==> config.mk <==
export PLATFORM = sky130hd
export DESIGN_NAME = wp_lock_mgr
export DESIGN_NICKNAME = d
export VERILOG_FILES = /design/src/rtl/wp_lock_mgr.sv
export SDC_FILE = /design/constraint.sdc
export NUM_CORES = 1
export LEC_CHECK = 0
export BUFFER_PORTS_ARGS = -buffer_cell sky130_fd_sc_hd__clkbuf_2
export CELL_PAD_IN_SITES_DETAIL_PLACEMENT = 1
export CELL_PAD_IN_SITES_GLOBAL_PLACEMENT = 1
export CORE_ASPECT_RATIO = 1.5
export CORE_MARGIN = 1
export CORE_UTILIZATION = 50
export CTS_CLUSTER_SIZE = 10
export DETAILED_ROUTE_END_ITERATION = 10
export PLACE_DENSITY = 0.8
export RECOVER_POWER = 100
export SYNTH_ARGS = -nofsm -noshare
export SYNTH_HDL_FRONTEND = slang
export SYNTH_SLANG_ARGS = --single-unit
==> constraint.sdc <==
create_clock -name clk -period 8.2 [get_ports clk]
set_clock_uncertainty 0.15 [all_clocks]
set_input_delay 0.82 -clock clk [delete_from_list [all_inputs] [get_ports clk]]
set_output_delay 0.82 -clock clk [all_outputs]
set_load 0.1 [all_outputs]
==> src/rtl/wp_lock_mgr.sv <==
module wp_lock_mgr #(
  parameter int NBLK = 12,
  parameter int DW   = 16,
  localparam int AW  = (NBLK > 1) ? $clog2(NBLK) : 1
) (
  input  logic          clk,
  input  logic          rst_n,
  input  logic          reg_we,
  input  logic [1:0]    reg_sel,
  input  logic [DW-1:0] reg_wdata,
  input  logic [AW-1:0] q_blk,
  output logic [2:0]    q_state,
  output logic [AW-1:0] start_idx,
  output logic [AW-1:0] end_idx,
  output logic [2:0]    wp_status,
  output logic          busy,
  output logic          done,
  output logic          int_flag,
  output logic          cmd_err
);
  localparam int NSLOT = 1 << AW;
  localparam logic [2:0] S_TIGHT = 3'b001, S_LOCK = 3'b010, S_OPEN = 3'b100;
  localparam logic [7:0] C_OPEN = 8'h11, C_ALL = 8'h12, C_LOCK = 8'h21, C_TIGHT = 8'h31;

  typedef enum logic [1:0] {M_OPEN, M_LOCK, M_TIGHT} mode_t;

  logic [2:0]    st [NSLOT];
  logic [AW-1:0] idx, hi;
  mode_t         mode;

  wire [7:0] code   = reg_wdata[7:0];
  wire       known  = (code == C_OPEN) || (code == C_ALL) || (code == C_LOCK) || (code == C_TIGHT);
  wire       in_rng = 32'(idx) < NBLK;
  wire [2:0] cur    = in_rng ? st[idx] : S_LOCK;
  wire [2:0] tgt    = (mode == M_OPEN) ? S_OPEN : (mode == M_LOCK) ? S_LOCK : S_TIGHT;
  wire       over   = idx > hi;
  wire       halt   = (mode != M_TIGHT) && (cur == S_TIGHT);
  wire       skip   = (mode == M_TIGHT) && (cur == S_OPEN);
  wire       wr_en  = busy && !over && in_rng && !halt && !skip;
  wire       err_hit = busy && !over && !in_rng;
  wire       fin    = over || !in_rng || halt || (idx == hi);

  assign q_state = (32'(q_blk) < NBLK) ? st[q_blk] : 3'b000;

  always_ff @(posedge clk or negedge rst_n) begin
    if (!rst_n) begin
      for (int i = 0; i < NSLOT; i++) st[i] <= S_LOCK;
      idx <= '0;
      hi <= '0;
      mode <= M_OPEN;
      start_idx <= '0;
      end_idx <= '0;
      wp_status <= S_LOCK;
      busy <= 1'b0;
      done <= 1'b0;
      int_flag <= 1'b0;
      cmd_err <= 1'b0;
    end else begin
      done <= 1'b0;
      if (wr_en) begin
        st[idx] <= tgt;
        wp_status <= tgt;
      end
      if (busy) begin
        if (err_hit) cmd_err <= 1'b1;
        if (fin) begin
          busy <= 1'b0;
          done <= 1'b1;
          int_flag <= 1'b1;
        end else begin
          idx <= idx + 1'b1;
        end
      end else if (reg_we) begin
        case (reg_sel)
          2'd0: begin
            start_idx <= reg_wdata[AW-1:0];
            end_idx <= reg_wdata[AW-1:0];
          end
          2'd1: end_idx <= reg_wdata[AW-1:0];
          2'd2: if (known) begin
            busy <= 1'b1;
            idx <= (code == C_ALL) ? '0 : start_idx;
            hi <= (code == C_ALL) ? AW'(NBLK - 1) : end_idx;
            mode <= (code == C_LOCK) ? M_LOCK : (code == C_TIGHT) ? M_TIGHT : M_OPEN;
          end
          default: begin
            int_flag <= 1'b0;
            cmd_err <= 1'b0;
          end
        endcase
      end
    end
  end

  // the queried state of a real block is always a single one-hot code
  p_onehot_state_r1: assert property (@(posedge clk) disable iff (!rst_n)
    (32'(q_blk) < NBLK) |-> $onehot(q_state));

  // status always carries a legal code
  p_status_code_r9: assert property (@(posedge clk) disable iff (!rst_n)
    $onehot(wp_status));

  // a tight block never leaves that state
  p_tight_holds_r4: assert property (@(posedge clk) disable iff (!rst_n)
    ($stable(q_blk) && $past(q_state) == S_TIGHT) |-> q_state == S_TIGHT);

  // completion pulse ends the sweep and raises the interrupt
  p_done_ends_r10: assert property (@(posedge clk) disable iff (!rst_n)
    done |-> (!busy && $past(busy) && int_flag));

  // a start write mirrors into the end index
  p_start_mirror_r2: assert property (@(posedge clk) disable iff (!rst_n)
    $past(reg_we && reg_sel == 2'd0 && !busy) |-> end_idx == start_idx);

  // writes during a sweep leave the index registers alone
  p_busy_ignore_r11: assert property (@(posedge clk) disable iff (!rst_n)
    (busy && reg_we) |=> ($stable(start_idx) && $stable(end_idx)));

  // out-of-range queries read as zero
  p_query_oob_r12: assert property (@(posedge clk) disable iff (!rst_n)
    (32'(q_blk) >= NBLK) |-> q_state == 3'b000);
endmodule

==> impl_results.md <==
* Status: finished, violations left
* Failing checks: capacitance limit, slew limit
* Switch share at 0.310
* H-tree lvl count at 3
* R2R Setup Slk at 3.08 ns
* Die area at 0.00719 mm²
* DRC at 0
* DP Wirelength at 6210 µm
* CP endpoint kind: flip-flop
* Internal at 0.472 mW
* Core area at 0.00658 mm²
* Die width at 69.5 µm
* Final setup fails at 0
* Tmin final at 5.12 ns
* Min-Delay Path Depth at 1
* Startpoint Class: flip-flop
* CTS Buf Count at 9
* EDFF count, synth at 0
* Mapped Cells at 280
* Diode count at 0
* Leading area contributor after synthesis: dfrtp_1
* Top cells by area, synth: dfrtp_1 35%, mux2_2 15%, mux4_2 11%
* DRT Wirelength at 8510 µm
* Seq/Total Area, Yosys at 0.451
* Hold Path Class: flip-flop to flip-flop
* Syn_area_per_cell at 12.2 µm²
* Setup TNS Final at 0 ns
* Count leader, synth: dfrtp_1
* Worst Hold Path EP: int_flag$_DFFE_PN0P_
* CTS root buf: clkbuf_8
* Worst-Skew Late Latency at 0.34 ns
* VDD IR max at 0.000159 V
* Clk network pwr share at 0.362
* Hold WS at 0.341 ns
* Final #Nets at 346
* Post-synth ARST share at 1.00
* Number of global-route vias before repair at 2,675
* DR iter-0 viols at 44
* Hold-fix buffers, CTS at 0
* Initial antenna violation count at 0
* Largest net degree at the start of global routing at 62
* Fin. Hold Viols at 0
* HP Start: int_flag$_DFFE_PN0P_
* Area growth syn-to-layout at 8.81%
* Final ANT Viol Nets at 0
* Critical path class: flip-flop to flip-flop
* Worst R2R Path Depth at 6
* GRT Total Usage at 0.260
* Yosys top cell area share at 0.351
* WP data arrival at 5.18 ns
* Max-slew violation count at 80
* Wire per inst at 21.6 µm
* Netlist Area Pre-Place at 0.00342 mm²
* Fmax at 0.195 GHz
* Combinational share of power at 0.164
* Max-cap check violation count at 2
* First-pass GRT wire length at 13,900 µm
* Synth Warn # at 0
* Ports at 43
* Reg2reg end: st[42]$_DFFE_PN0P_
* I/O Buffers at 34
* Core Util, Final at 0.566
* Clock Path Buffers at 2
* CP required at 8.27 ns
* Die Ht at 103 µm
* Post-synth top cells: 48 x dfrtp_1, 46 x mux2_2, 24 x nand2_1, 16 x mux4_2, 13 x dfstp_2
* CTS tree: yes
* Period utilization at 0.624
* Cell Pwr Density at 184 mW/mm²
* Setup bufs post-CTS at 0
* Core Rows at 36
* Rel. slew slack at -1.25
* Net switching power at 0.212 mW
* Initial cell density of the core at 0.520
* Gp weighted congestion at 0.770
* Via Count at 2,474
* Tightest Pin Transition at 3.37 ns
* RSZ-0062 raised after global routing: no
* Syn Nets at 313
* Total gr overflow at 0
* Yosys cell types at 39
* Main synth FF type: dfrtp_1
* Pre-antenna DRT Iters at 4
* Clock transition at the registers of the reported paths at 0.06 ns
* Share of cells above drive strength 1 at 0.305
* Flops & latches, synth at 61
* Clk sinks at 61
* Reg2reg start: idx[0]$_DFFE_PN0P_
* Sequential power share at 0.474
* CTS resizes at 0
* Crit-path max FO at 17
* DR vias/cell at 6.28
* Leakage at 1.61 nW
[layer usage]
| layer | track usage | routed length, µm | part of all wire |
|---|---|---|---|
| met5 | 0 | 0 | 0 |
| met4 | 0.105 | 201 | 0.024 |
| met3 | 0.0581 | 263 | 0.031 |
| met2 | 0.491 | 4770 | 0.56 |
| met1 | 0.282 | 3270 | 0.38 |
[placed cells by master, fill, tap and decap left out]
master / instances
nor2b_1: 11
nand2b_1: 4
nor2_1: 7
nor4bb_1: 1
nor4_1: 14
dfstp_2: 13
o22ai_1: 5
mux2_2: 40
o31ai_1: 1
clkinv_2: 1
and3_1: 3
clkbuf_2: 15
mux4_2: 16
a22oi_1: 1
nand3_1: 7
a221oi_1: 2
o31a_1: 1
a21oi_1: 5
or3_1: 1
inv_1: 12
ha_1: 8
clkbuf_8: 12
mux2i_1: 8
nand2_1: 24
a2bb2oi_1: 1
or4_1: 1
nand4_1: 2
dfrtp_1: 48
nand3b_1: 1
o21a_1: 2
and4_1: 1
mux2_1: 7
nor3_1: 7
a22o_1: 2
and2_1: 1
o21ai_0: 9
clkbuf_1: 23
or4b_1: 1
[cells by family after synthesis]
kind of cell | count (synthesis) | synth area share
multiplexers | 71 | 0.283
adder cells (fa/ha/maj) | 8 | 0.0293
buffers and inverters | 25 | 0.0289
AND/OR/NAND/NOR | 86 | 0.154
flip-flops | 61 | 0.451
AO/OA/AOI/OAI | 29 | 0.0537
[sequential cells by signal (all words and copies together) (netlist names), 2 cells and up]
| name | cells |
|---|---|
| end_idx | 4 |
| hi | 4 |
| idx | 4 |
| mode | 2 |
| st | 36 |
| start_idx | 4 |
| wp_status | 3 |
[worst max-delay path, stage by stage (launching register included)]
cell and delay (ns):
dfrtp_1 0.84, mux4_2 0.58, nand2b_1 0.18, a22o_1 0.29, nor4_1 2.00, nor4_1 0.49
mux2_1 0.48
[layout make-up]
class / instances / area [µm²]
inverters: 12 / 45.0
repair buffers: 35 / 150
well taps: 76 / 95.1
clock inverters: 1 / 5.00
fillers: 707 / 2850
clock buffers: 15 / 176
multi-input cells: 194 / 1710
flip-flops and latches: 61 / 1540
[power by group through the flow]
| stage | Combinational, mW | Sequential, mW | Clock (mW) |
|---|---|---|---|
| 3_5_place_dp | 0.116 | 0.329 | 0 |
| 3_3_place_gp | 0.113 | 0.329 | 0 |
| 4_1_cts | 0.116 | 0.324 | 0.255 |
| 2_1_floorplan | 0.0394 | 0.374 | 0 |
| 6_report | 0.112 | 0.324 | 0.248 |
| 5_1_grt | 0.119 | 0.325 | 0.267 |
[how the worst max path moves through the flow]
stage / start / endpoint / depth (start not counted)
finish: idx[0]$_DFFE_PN0P_ / st[42]$_DFFE_PN0P_ / 6
global route: idx[0]$_DFFE_PN0P_ / idx[0]$_DFFE_PN0P_ / 6
CTS: idx[0]$_DFFE_PN0P_ / st[14]$_DFFE_PN0P_ / 7
detailed placement: idx[0]$_DFFE_PN0P_ / st[14]$_DFFE_PN0P_ / 7
global placement: idx[0]$_DFFE_PN0P_ / st[18]$_DFFE_PN0P_ / 7
floorplan: q_blk[0] / q_state[0] / 4
[per-stage QoR]
stage | total power, mW | instance area [µm²] | setup slack, ns | std cells
2_1_floorplan | 0.413 | 3420 | 4.07 | 280
3_3_place_gp | 0.442 | 3640 | 4.04 | 378
3_5_place_dp | 0.445 | 3640 | 4.03 | 378
4_1_cts | 0.695 | 3820 | 4.02 | 394
5_1_grt | 0.712 | 3720 | 2.70 | 394
6_report | 0.684 | 3720 | 3.08 | 394
(Power assumes the default switching activity.)
